===== config.mk =====
export PLATFORM = sky130hd
export DESIGN_NAME = rxbuf_top
export DESIGN_NICKNAME = d
export VERILOG_FILES = /design/src/rtl/rxbuf_pkg.sv /design/src/rtl/rxbuf_store.sv /design/src/rtl/rxbuf_regs.sv /design/src/rtl/rxbuf_top.sv
export SDC_FILE = /design/constraint.sdc
export NUM_CORES = 2
export LEC_CHECK = 0
export BUFFER_PORTS_ARGS = -buffer_cell sky130_fd_sc_hd__buf_4
export CAP_MARGIN = 20
export CORE_ASPECT_RATIO = 1.25
export CORE_MARGIN = 3
export CORE_UTILIZATION = 50
export CTS_CLUSTER_SIZE = 24
export DETAILED_ROUTE_END_ITERATION = 7
export HOLD_SLACK_MARGIN = 0.06
export PLACE_DENSITY = 0.61
export SYNTH_ARGS = -nofsm -noshare
export SYNTH_HDL_FRONTEND = slang
export SYNTH_HIERARCHICAL = 1
export SYNTH_SLANG_ARGS = --single-unit

===== constraint.sdc =====
create_clock -name clk -period 1.9 [get_ports clk]
set_clock_uncertainty 0.15 [all_clocks]
set_input_delay 0.285 -clock clk [delete_from_list [all_inputs] [get_ports clk]]
set_output_delay 0.285 -clock clk [all_outputs]
set_load 0.005 [all_outputs]

===== src/rtl/rxbuf_pkg.sv =====
package rxbuf_pkg;
  typedef enum logic [1:0] {
    OP_RD  = 2'd0,
    OP_WR  = 2'd1,
    OP_BLK = 2'd2
  } host_op_e;

  localparam logic [7:0] A_LENHI = 8'h3A;
  localparam logic [7:0] A_CTRL  = 8'h3B;
  localparam logic [7:0] A_INT   = 8'h3C;
  localparam logic [7:0] A_STAT  = 8'h3D;
  localparam logic [7:0] A_LENLO = 8'h3E;
  localparam logic [7:0] A_ADDR  = 8'h3F;
  localparam logic [7:0] A_DATA  = 8'h40;

  localparam int unsigned CTRL_GIE = 7;
  localparam int unsigned CTRL_RXM = 0;
  localparam int unsigned CTRL_TXM = 1;
endpackage


===== src/rtl/rxbuf_store.sv =====
module rxbuf_store #(
  parameter int unsigned DEPTH = 256,
  localparam int unsigned AW = $clog2(DEPTH),
  localparam int unsigned LW = $clog2(DEPTH + 1)
) (
  input  logic          clk,
  input  logic          rst_n,
  input  logic          arm,
  input  logic          in_vld,
  input  logic [7:0]    in_byte,
  input  logic          in_end,
  input  logic          in_fram,
  input  logic          in_fcs,
  input  logic [AW-1:0] rd_addr,
  output logic [7:0]    rd_byte,
  output logic          end_pulse,
  output logic [LW-1:0] end_len,
  output logic          end_fram,
  output logic          end_fcs
);
  logic [LW-1:0] cnt_q, cnt_n;
  logic          ovf_q, ovf_n;
  logic          room;
  logic          mem_we;
  logic [7:0]    mem [DEPTH];

  assign room   = cnt_q < LW'(DEPTH);
  assign mem_we = arm && in_vld && !in_end && room;

  always_comb begin
    cnt_n = cnt_q;
    ovf_n = ovf_q;
    if (arm) begin
      if (in_end) begin
        cnt_n = '0;
        ovf_n = 1'b0;
      end else if (in_vld) begin
        if (room) cnt_n = cnt_q + LW'(1);
        else      ovf_n = 1'b1;
      end
    end
  end

  always_ff @(posedge clk or negedge rst_n) begin
    if (!rst_n) begin
      cnt_q <= '0;
      ovf_q <= 1'b0;
    end else begin
      cnt_q <= cnt_n;
      ovf_q <= ovf_n;
    end
  end

  always_ff @(posedge clk) begin
    if (mem_we) mem[cnt_q[AW-1:0]] <= in_byte;
  end

  assign rd_byte   = mem[rd_addr];
  assign end_pulse = arm && in_end;
  assign end_len   = cnt_q;
  assign end_fram  = in_fram || ovf_q;
  assign end_fcs   = in_fcs;

  // the capture count never passes the store size
  p_cap_bound_r10: assert property (@(posedge clk) disable iff (!rst_n)
    cnt_q <= LW'(DEPTH));
  // a locked store keeps its capture count
  p_lock_cnt_r5: assert property (@(posedge clk) disable iff (!rst_n)
    !arm |=> $stable(cnt_q));
endmodule


===== src/rtl/rxbuf_regs.sv =====
module rxbuf_regs
  import rxbuf_pkg::*;
#(
  parameter int unsigned DEPTH = 256,
  parameter int unsigned CHUNK = 32,
  localparam int unsigned AW = $clog2(DEPTH),
  localparam int unsigned LW = $clog2(DEPTH + 1)
) (
  input  logic          clk,
  input  logic          rst_n,
  input  logic          cmd_valid,
  input  logic [1:0]    cmd_op,
  input  logic [7:0]    cmd_code,
  input  logic [7:0]    cmd_wdata,
  input  logic          byte_req,
  input  logic          host_nack,
  input  logic          tx_done_set,
  input  logic          end_pulse,
  input  logic [LW-1:0] end_len,
  input  logic          end_fram,
  input  logic          end_fcs,
  input  logic [7:0]    mem_byte,
  output logic          rx_en,
  output logic [AW-1:0] rd_addr,
  output logic          rsp_valid,
  output logic [7:0]    rsp_data,
  output logic          irq
);
  logic [7:0]    ctrl_q, ctrl_n;
  logic          rxd_q, rxd_n, txd_q, txd_n;
  logic          en_q, en_n, fram_q, fram_n, fcs_q, fcs_n;
  logic [LW-1:0] len_q, len_n;
  logic [AW-1:0] addr_q, addr_n;
  logic          blk_q, blk_n, sent_q, sent_n;
  logic          rv_q, rv_n, rc_q, rc_n;
  logic [7:0]    rd_q, rd_n;

  logic          is_rd, is_wr, is_blk, rearm, int_rd, cnt_rd, data_rd;
  logic [7:0]    reg_val, cnt_val;
  logic [LW-1:0] rem;

  assign is_rd   = cmd_valid && (cmd_op == OP_RD);
  assign is_wr   = cmd_valid && (cmd_op == OP_WR);
  assign is_blk  = cmd_valid && (cmd_op == OP_BLK) && (cmd_code == A_DATA);
  assign rearm   = is_wr && (cmd_code == A_STAT) && cmd_wdata[7];
  assign int_rd  = is_rd && (cmd_code == A_INT);
  assign cnt_rd  = blk_q && byte_req && !sent_q && !cmd_valid && !host_nack;
  assign data_rd = blk_q && byte_req && sent_q && !cmd_valid && !host_nack;

  assign rem     = (len_q > LW'(addr_q)) ? (len_q - LW'(addr_q)) : '0;
  assign cnt_val = (rem > LW'(CHUNK)) ? 8'(CHUNK) : 8'(rem);

  always_comb begin
    case (cmd_code)
      A_CTRL:  reg_val = ctrl_q;
      A_INT:   reg_val = {rxd_q || txd_q, 5'b0, txd_q, rxd_q};
      A_STAT:  reg_val = {en_q, 4'b0, fram_q || fcs_q, fcs_q, fram_q};
      A_LENLO: reg_val = 8'(len_q);
      A_LENHI: reg_val = 8'(len_q >> 8);
      A_ADDR:  reg_val = 8'(addr_q);
      default: reg_val = 8'h00;
    endcase
  end

  always_comb begin
    ctrl_n = ctrl_q;
    if (is_wr && cmd_code == A_CTRL) ctrl_n = cmd_wdata & 8'h83;

    rxd_n = rxd_q;
    if (end_pulse)   rxd_n = 1'b1;
    else if (int_rd) rxd_n = 1'b0;
    txd_n = txd_q;
    if (tx_done_set) txd_n = 1'b1;
    else if (int_rd) txd_n = 1'b0;

    en_n   = en_q;
    fram_n = fram_q;
    fcs_n  = fcs_q;
    len_n  = len_q;
    if (end_pulse) begin
      en_n   = 1'b0;
      fram_n = end_fram;
      fcs_n  = end_fcs;
      len_n  = end_len;
    end else if (rearm) begin
      en_n   = 1'b1;
      fram_n = 1'b0;
      fcs_n  = 1'b0;
    end

    addr_n = addr_q;
    if (rearm)                                addr_n = '0;
    else if (is_wr && cmd_code == A_ADDR)     addr_n = AW'(cmd_wdata);
    else if (data_rd)                         addr_n = addr_q + AW'(1);

    blk_n = blk_q;
    if (cmd_valid)      blk_n = is_blk;
    else if (host_nack) blk_n = 1'b0;
    sent_n = sent_q;
    if (is_blk)      sent_n = 1'b0;
    else if (cnt_rd) sent_n = 1'b1;

    rv_n = is_rd || cnt_rd || data_rd;
    rc_n = cnt_rd;
    rd_n = rd_q;
    if (is_rd)        rd_n = reg_val;
    else if (cnt_rd)  rd_n = cnt_val;
    else if (data_rd) rd_n = mem_byte;
  end

  always_ff @(posedge clk or negedge rst_n) begin
    if (!rst_n) begin
      ctrl_q <= '0;
      rxd_q  <= 1'b0;
      txd_q  <= 1'b0;
      en_q   <= 1'b1;
      fram_q <= 1'b0;
      fcs_q  <= 1'b0;
      len_q  <= '0;
      addr_q <= '0;
      blk_q  <= 1'b0;
      sent_q <= 1'b0;
      rv_q   <= 1'b0;
      rc_q   <= 1'b0;
      rd_q   <= '0;
    end else begin
      ctrl_q <= ctrl_n;
      rxd_q  <= rxd_n;
      txd_q  <= txd_n;
      en_q   <= en_n;
      fram_q <= fram_n;
      fcs_q  <= fcs_n;
      len_q  <= len_n;
      addr_q <= addr_n;
      blk_q  <= blk_n;
      sent_q <= sent_n;
      rv_q   <= rv_n;
      rc_q   <= rc_n;
      rd_q   <= rd_n;
    end
  end

  assign rx_en     = en_q;
  assign rd_addr   = addr_q;
  assign rsp_valid = rv_q;
  assign rsp_data  = rd_q;
  assign irq = ctrl_q[CTRL_GIE] &&
               ((rxd_q && !ctrl_q[CTRL_RXM]) || (txd_q && !ctrl_q[CTRL_TXM]));

  // a frame end from the store sets done and locks the buffer
  p_done_on_end_r2: assert property (@(posedge clk) disable iff (!rst_n)
    end_pulse |=> (rxd_q && !en_q));
  // re-arming opens the buffer and rewinds the pointer
  p_rearm_r6: assert property (@(posedge clk) disable iff (!rst_n)
    (rearm && !end_pulse) |=> (en_q && addr_q == '0));
  // each data byte advances the pointer by one
  p_ptr_step_r7: assert property (@(posedge clk) disable iff (!rst_n)
    data_rd |=> addr_q == $past(addr_q) + AW'(1));
  // a returned count never exceeds the chunk
  p_count_cap_r8: assert property (@(posedge clk) disable iff (!rst_n)
    (rv_q && rc_q) |-> rd_q <= 8'(CHUNK));
  // the length holds while the buffer stays locked
  p_lock_len_r5: assert property (@(posedge clk) disable iff (!rst_n)
    (!en_q && !rearm) |=> $stable(len_q));
endmodule


===== src/rtl/rxbuf_top.sv =====
module rxbuf_top #(
  parameter int unsigned DEPTH = 256,
  parameter int unsigned CHUNK = 32
) (
  input  logic       clk,
  input  logic       rst_n,
  input  logic       rx_vld,
  input  logic [7:0] rx_byte,
  input  logic       rx_end,
  input  logic       rx_fram_err,
  input  logic       rx_fcs_err,
  input  logic       tx_done,
  input  logic       cmd_valid,
  input  logic [1:0] cmd_op,
  input  logic [7:0] cmd_code,
  input  logic [7:0] cmd_wdata,
  input  logic       byte_req,
  input  logic       host_nack,
  output logic       rsp_valid,
  output logic [7:0] rsp_data,
  output logic       irq
);
  localparam int unsigned AW = $clog2(DEPTH);
  localparam int unsigned LW = $clog2(DEPTH + 1);

  logic [1:0]    rst_sync;
  logic          rst_s;
  logic          arm, end_pulse, end_fram, end_fcs;
  logic [LW-1:0] end_len;
  logic [AW-1:0] rd_addr;
  logic [7:0]    mem_byte;

  always_ff @(posedge clk or negedge rst_n) begin
    if (!rst_n) rst_sync <= 2'b00;
    else        rst_sync <= {rst_sync[0], 1'b1};
  end
  assign rst_s = rst_sync[1];

  rxbuf_store #(.DEPTH(DEPTH)) i_store (
    .clk(clk), .rst_n(rst_s), .arm(arm),
    .in_vld(rx_vld), .in_byte(rx_byte), .in_end(rx_end),
    .in_fram(rx_fram_err), .in_fcs(rx_fcs_err),
    .rd_addr(rd_addr), .rd_byte(mem_byte),
    .end_pulse(end_pulse), .end_len(end_len),
    .end_fram(end_fram), .end_fcs(end_fcs)
  );

  rxbuf_regs #(.DEPTH(DEPTH), .CHUNK(CHUNK)) i_regs (
    .clk(clk), .rst_n(rst_s),
    .cmd_valid(cmd_valid), .cmd_op(cmd_op), .cmd_code(cmd_code),
    .cmd_wdata(cmd_wdata), .byte_req(byte_req), .host_nack(host_nack),
    .tx_done_set(tx_done), .end_pulse(end_pulse), .end_len(end_len),
    .end_fram(end_fram), .end_fcs(end_fcs), .mem_byte(mem_byte),
    .rx_en(arm), .rd_addr(rd_addr),
    .rsp_valid(rsp_valid), .rsp_data(rsp_data), .irq(irq)
  );
endmodule


Word-level counts from Yosys, hierarchy flattened
Memories as Yosys holds them, arrays and structs flattened.
Index checks and enable logic that the tools add are counted.
{ "op_classes": {"n_addsub": 3, "magnitude_cmp": 3, "eq_ne": 10, "muxes": 29, "n_reduce_logical": 47} }
{ "ops": {"columns": ["op", "count"], "rows": [
  ["two-way mux 8 bit", 7],
  ["equality test 8 x 6 -> 1 bit (second input constant)", 6],
  ["one-hot mux 8 bit (6 select lines)", 1],
  ["two-way mux 9 bit", 4],
  ["logical AND 1 bit", 23],
  ["two-way mux 1 bit", 17],
  ["nonzero test 2 bit", 7],
  ["adder 9 x 1 -> 9 bit (second input constant)", 1],
  ["greater-than comparator 9 x 6 -> 1 bit (second input constant)", 1],
  ["greater-than comparator 9 x 8 -> 1 bit", 1],
  ["< comparator 9 bit (second input constant)", 1],
  ["subtractor 9 x 8 -> 9 bit", 1],
  ["adder 8 x 1 -> 8 bit (second input constant)", 1],
  ["equality test 8 x 7 -> 1 bit (second input constant)", 1],
  ["zero test 1 bit", 6],
  ["logical OR 1 bit", 6],
  ["AND reduction 3 bit", 2],
  ["nonzero test 3 bit", 2],
  ["equality test 2 x 1 -> 1 bit (second input constant)", 1],
  ["equality test 2 bit (second input constant)", 1],
  ["zero test 2 bit", 1],
  ["inequality test 2 bit (second input constant)", 1]
]} }
{ "totals": {"ff_bits": 48, "ramBits": 2048, "out_inout_bits": 10, "mem_count": 1} }
{ "memory_table": {"columns": ["memory", "words", "word_bits", "read_ports", "rd_clocked_by_memory_dff", "wr", "line", "source"], "rows": [
  ["i_store.mem", 256, 8, 1, 0, 1, "rxbuf_store.sv:25", "logic [7:0] mem [DEPTH];"]
]} }

Longest topological paths before layout
{ "depth": {"depth_word": 7, "ltp_mapped": 15, "ltp_nobuf": 10} }

Modules after synthesis
The synthesis kept the hierarchy.
{ "by_module_without_submodules": {"columns": ["module", "n_inst", "cells_each", "area_each_um2", "seq_area_each_um2"], "rows": [
  ["rxbuf_store", 1, 3823, 80075.5, 61749.2],
  ["rxbuf_regs", 1, 263, 2472.4, 902.1],
  ["rxbuf_top", 1, 3, 53.8, 50.0]
]} }

Worst setup path after synthesis
OpenSTA, ideal clock, no wires.
{ "synth_path": {"path_kind": "register to register", "start": "reg i_regs.addr_q[0] (netlist: i_regs/rd_addr[0])", "end": "reg i_regs.rd_q[0] (netlist: i_regs/rsp_data[0])", "setup_time_ns": 0.119, "arrival_ns": 2.669, "required_time_ns": 1.631, "path_slack_ns": -1.037, "stages_incl_launch_ff": 14, "synth_period_minus_slack_ns": 2.937, "cell_sequence": "dfrtp_1 buf_6 buf_12 buf_6 buf_6 mux4_2 a221oi_2 nor3_1 nor4_1 nor3_1 nand3b_1 o21ai_0 o22ai_1 o21a_1"} }
{ "synth_between": {"word_cells_on_any_way": 10, "cone_classes": "add/sub (1); order compare (2); mux (6); memory (1)"} }
{ "synth_lines": {"columns": ["element", "line", "source"], "rows": [
  ["from (decl)", "rxbuf_regs.sv:33", "logic [AW-1:0] addr_q, addr_n;"],
  ["from (signal assigned)", "rxbuf_regs.sv:134", "addr_q <= addr_n;"],
  ["memory (256 x 8 bit)", null, null],
  ["named net mem_byte[0]", "rxbuf_top.sv:31", "logic [7:0] mem_byte;"],
  ["two-way mux 8 bit", "rxbuf_regs.sv:108", "else if (data_rd) rd_n = mem_byte;"],
  ["two-way mux 8 bit", "rxbuf_regs.sv:107", "else if (cnt_rd) rd_n = cnt_val;"],
  ["two-way mux 8 bit", "rxbuf_regs.sv:106", "if (is_rd) rd_n = reg_val;"],
  ["to (signal assigned)", "rxbuf_regs.sv:139", "rd_q <= rd_n;"],
  ["to (decl)", "rxbuf_regs.sv:36", "logic [7:0] rd_q, rd_n;"]
]} }
The timed path passes the listed nets, and every way through them passes these cells. The select of a mux whose other input is x is not followed.
A chain may end at the register's enable or synchronous reset.

Worst setup path after layout
{ "layout_path": {"start": "reg i_regs.addr_q[0] (netlist: i_regs/rd_addr[0])", "end": "reg i_regs.rd_q[4] (netlist: i_regs/rsp_data[4])"} }
Same word-level chain as after synthesis.

==> flow_summary.yaml <==
status:
  status: "finished with violations"
  violations: "hold timing, setup timing"
setup_path:
  timing.rr.start: "i_regs/rd_addr[0]$_DFFE_PN0P_"
  crit_start: "i_regs/rd_addr[0]$_DFFE_PN0P_"
  worstSetupEndpointType: "register"
  cpLargestDelayFamily: "buffers and inverters"
  critical_path.max_fanout: 6
  startpoint_type: "register"
  cp_common_cell: "buf_4"
  arrival_ns: 3.99
  critPathSlowestCell: "dfrtp_4"
  cp_slowest_stage_delay_ns: 0.51
  crit_buf_inv: 7
  required_ns: 2.46
  path_class: "reg2reg"
  worstPathCellList: "buf_12, buf_12, buf_12, buf_4, mux4_2, a22o_1, a221oi_2, buf_4, o32ai_1, a211oi_2, buf_4, nor4_2, buf_4, a21oi_2, o22ai_1, o22a_1"
clocking:
  clock_path_buffers: 3
  cts_buffers: 196
  clk_latency_ns: 0.84
  clk_pin_slew_ns: 0.06
  clock-root-buffer: "clkbuf_16"
  clock_sinks: 2096
  cts_tree: "built"
  clock_tree.htree_level_count: 4
global_route:
  grt_use_met2_pct: 46.5
  track_usage_pct: 27.7
  grt_pass1_wl_um: 336000
  overflow: 0
  use_met1_pct: 36.2
  top_usage_layer: "met2"
  use_met3_pct: 4.21
  antenna_found_initial: 2
  grt_pass1_vias: 46900
  grt_max_degree: 85
yosys:
  ys_ff_latch: 2096
  ys_seq_area_share_pct: 75.9
  async_flop_share_pct: 2.29
  ys.flop_type: "edfxtp_1"
  syn_nets: 4139
  synth_compound_area_share_pct: 4.14
  syn-instance-count: 4089
  synth-simple-area-share_pct: 3.32
  ys_warn_count: 6
  synth-edff-count: 2048
  synthDistinctLibCells: 84
  synth_mux_area_share_pct: 14.3
  synthesis.area_sq_mm: 0.0826
  yosysTopAreaCell: "edfxtp_1"
  synth_top_family_by_area: "multiplexers"
  synth_top_area_share_pct: 74.5
  synthAdderAreaFrac_pct: 0.221
  synthXorXnorAreaFrac_pct: 0.0848
  synth.area.top_cells: "edfxtp_1, mux4_2, mux2i_1"
  postSynthAreaPerCell_sq_um: 20.2
floorplanning:
  die_area_sq_mm: 0.170
  die_w_um: 370
  num_rows: 166
  start_util_pct: 50.4
  coreArea_sq_mm: 0.164
  io_pins: 46
  fp.dieH_um: 460
cells_and_area:
  area_growth_pct: 28.9
  fin_cells: 7509
  regArea_sq_mm: 0.0627
  nFillCells: 10800
  drive_gt1_share_pct: 43.1
  fin_area_sq_mm: 0.106
  fin_nets: 5207
  post-route-util_pct: 65.0
  multiInputGateArea_sq_mm: 0.0215
timing:
  setup_viol: 2077
  rsz0062_at_grt: "yes"
  holdWs_ns: -0.151
  max_slew_margin_pct: 57.8
  worst_pin_slew_ns: 0.634
  period_minus_slack_ns: 3.43
  drv_slew: 0
  fin_ws_ns: -1.53
  tns_ns: -627.57
  clock.fmax_mhz: 291
  final_hold_viol_count: 4
  fin_crit_sh_pct: 181
route:
  drc_errors: 0
  vias: 45600
  ant_nets: 0
  drt_pre_antenna_iters: 6
  vias_per_cell: 6.07
  routedWlPerCell_um: 31.1
  totalWireLength_um: 234000
  dr.first_iter.drc_count: 4860
power_and_ir_drop:
  p_leak_nw: 34.0
  max-vdd-ir-drop_mv: 0.714
  p_per_area_mw_per_mm2: 879
placement:
  placed_area_sq_mm: 0.0944
  gp_congestion: 0.903
  io_buffers: 45
  dp_hpwl_um: 153000
  place_inst: 6931
hold_path:
  min_path_type: "in2reg"
  min-delay-start: "cmd_code[3]"
job:
  drv_cap: 0
[synthesized netlist by cell type, drive strengths merged (12+ instances only)]
master	n
a211oi	25
a21oi	95
a221oi	12
a22o	21
a22oi	126
buf	137
clkbuf	108
dfrtp	47
edfxtp	2048
ha	13
inv	23
mux2	34
mux2i	119
mux4	455
nand2	129
nand3	55
nand4	14
nor2	303
nor2b	19
nor3	20
nor4	12
o211ai	16
o21ai	39
o221ai	39
o22ai	30
[cell families after synthesis]
logic type               Yosys count
AND/OR/NAND/NOR                  614
multiplexers                     608
buffers and inverters            268
other                              1
flip-flops                      2096
adder cells (fa/ha/maj)           14
AO/OA/AOI/OAI                    480
XOR/XNOR                           8
[cell usage in the layout (no fill, tap or decap), types with 40 or more instances in the layout]
| master | instances |
|---|---|
| a21oi_1 | 72 |
| a22oi_1 | 97 |
| buf_12 | 257 |
| buf_4 | 587 |
| buf_6 | 144 |
| buf_8 | 40 |
| clkbuf_1 | 42 |
| clkbuf_16 | 203 |
| clkinv_1 | 48 |
| dfrtp_1 | 40 |
| dlygate4sd3_1 | 51 |
| edfxtp_1 | 2048 |
| mux2i_1 | 118 |
| mux4_2 | 448 |
| nand2_1 | 110 |
| nor2_1 | 53 |
| nor2_4 | 243 |
[flip-flops by register name, summed over array words and instances (netlist names)]
register          cells
i_regs/blk_q          1
i_regs/rx_en          1
i_regs/rsp_valid      1
i_store/mem        2048
i_regs/txd_q          1
i_regs/len_q          9
i_store/ovf_q         1
i_regs/ctrl_q         3
i_regs/rxd_q          1
i_regs/rsp_data       8
i_regs/rd_addr        8
i_store/end_len       9
i_regs/fram_q         1
i_regs/fcs_q          1
i_regs/sent_q         1
rst_sync              2
[layout make-up]
class | count | area share [%]
Sequential cell | 2096 | 58.9
Multi-Input combinational cell | 1725 | 20.2
Timing Repair Buffer | 1115 | 12.3
Clock buffer | 243 | 4.87
Tap cell | 2184 | 2.57
Clock inverter | 121 | 1.02
Inverter | 23 | 0.0811
Antenna cell | 2 | 0.00470
[worst register-to-register path: cells and delay by family, from the launching register on]
family / cells / cell delay (ns)
buffers and inverters: 7 / 1.12
AOI/OAI and AO/OA: 7 / 1.03
muxes: 1 / 0.45
and+or+nand+nor: 1 / 0.06
DFF: 1 / 0.51
[power breakdown]
| part | switching [mW] | leakage, nW | internal, mW |
|---|---|---|---|
| registers | 0.117 | 19.0 | 50.8 |
| clock network | 16.8 | 3.05 | 21.7 |
| logic | 2.45 | 11.9 | 1.73 |
| total | 19.4 | 34.0 | 74.2 |
[repair_timing]
action,4_1_cts,5_1_grt
setup buffers,118,36
cloned,17,2
hold endpoints to repair,1891,7
pin swaps,125,114
resized for setup,453,276
endpoints found under the setup margin,2066,2089
hold buffers,52,2
[per-stage QoR]
stage	setup WS [ns]	hold slack, ns	total power, mW
after floorplan	-0.842	-0.161	53.3
after global placement	-2.47	-0.0833	55.6
after detailed placement	-2.13	-0.0817	55.6
after CTS	-1.60	-0.236	94.1
after global routing	-1.59	-0.153	96.3
final	-1.53	-0.151	93.6
[final timing paths]
check | cells after the start | endpoint | slack [ns]
worst max-delay path | 16 | i_regs/rsp_data[4]$_DFFE_PN0P_ | -1.53
max in group asynchronous | 1 | i_regs/rd_addr[0]$_DFFE_PN0P_ | 0.83
worst max register to register | 16 | i_regs/rsp_data[4]$_DFFE_PN0P_ | -1.53
worst min register to register | 0 | i_regs/len_q[8]$_DFFE_PN0P_ | 0.06
worst min-delay path | 5 | i_regs/sent_q$_DFFE_PN0P_ | -0.15
min in group asynchronous | 0 | i_regs/len_q[8]$_DFFE_PN0P_ | 0.06
[routing by layer]
| metal | part of all wire [%] | up-vias | wire length, um |
|---|---|---|---|
| li1 | - | 19200 | - |
| met2 | 50 | 1830 | 118000 |
| met1 | 38 | 24100 | 88600 |
| met4 | 5.0 | 0 | 11800 |
| met3 | 6.6 | 430 | 15400 |
| met5 | 0 | - | 0 |
No activity file was read; power rests on OpenSTA's default activity.
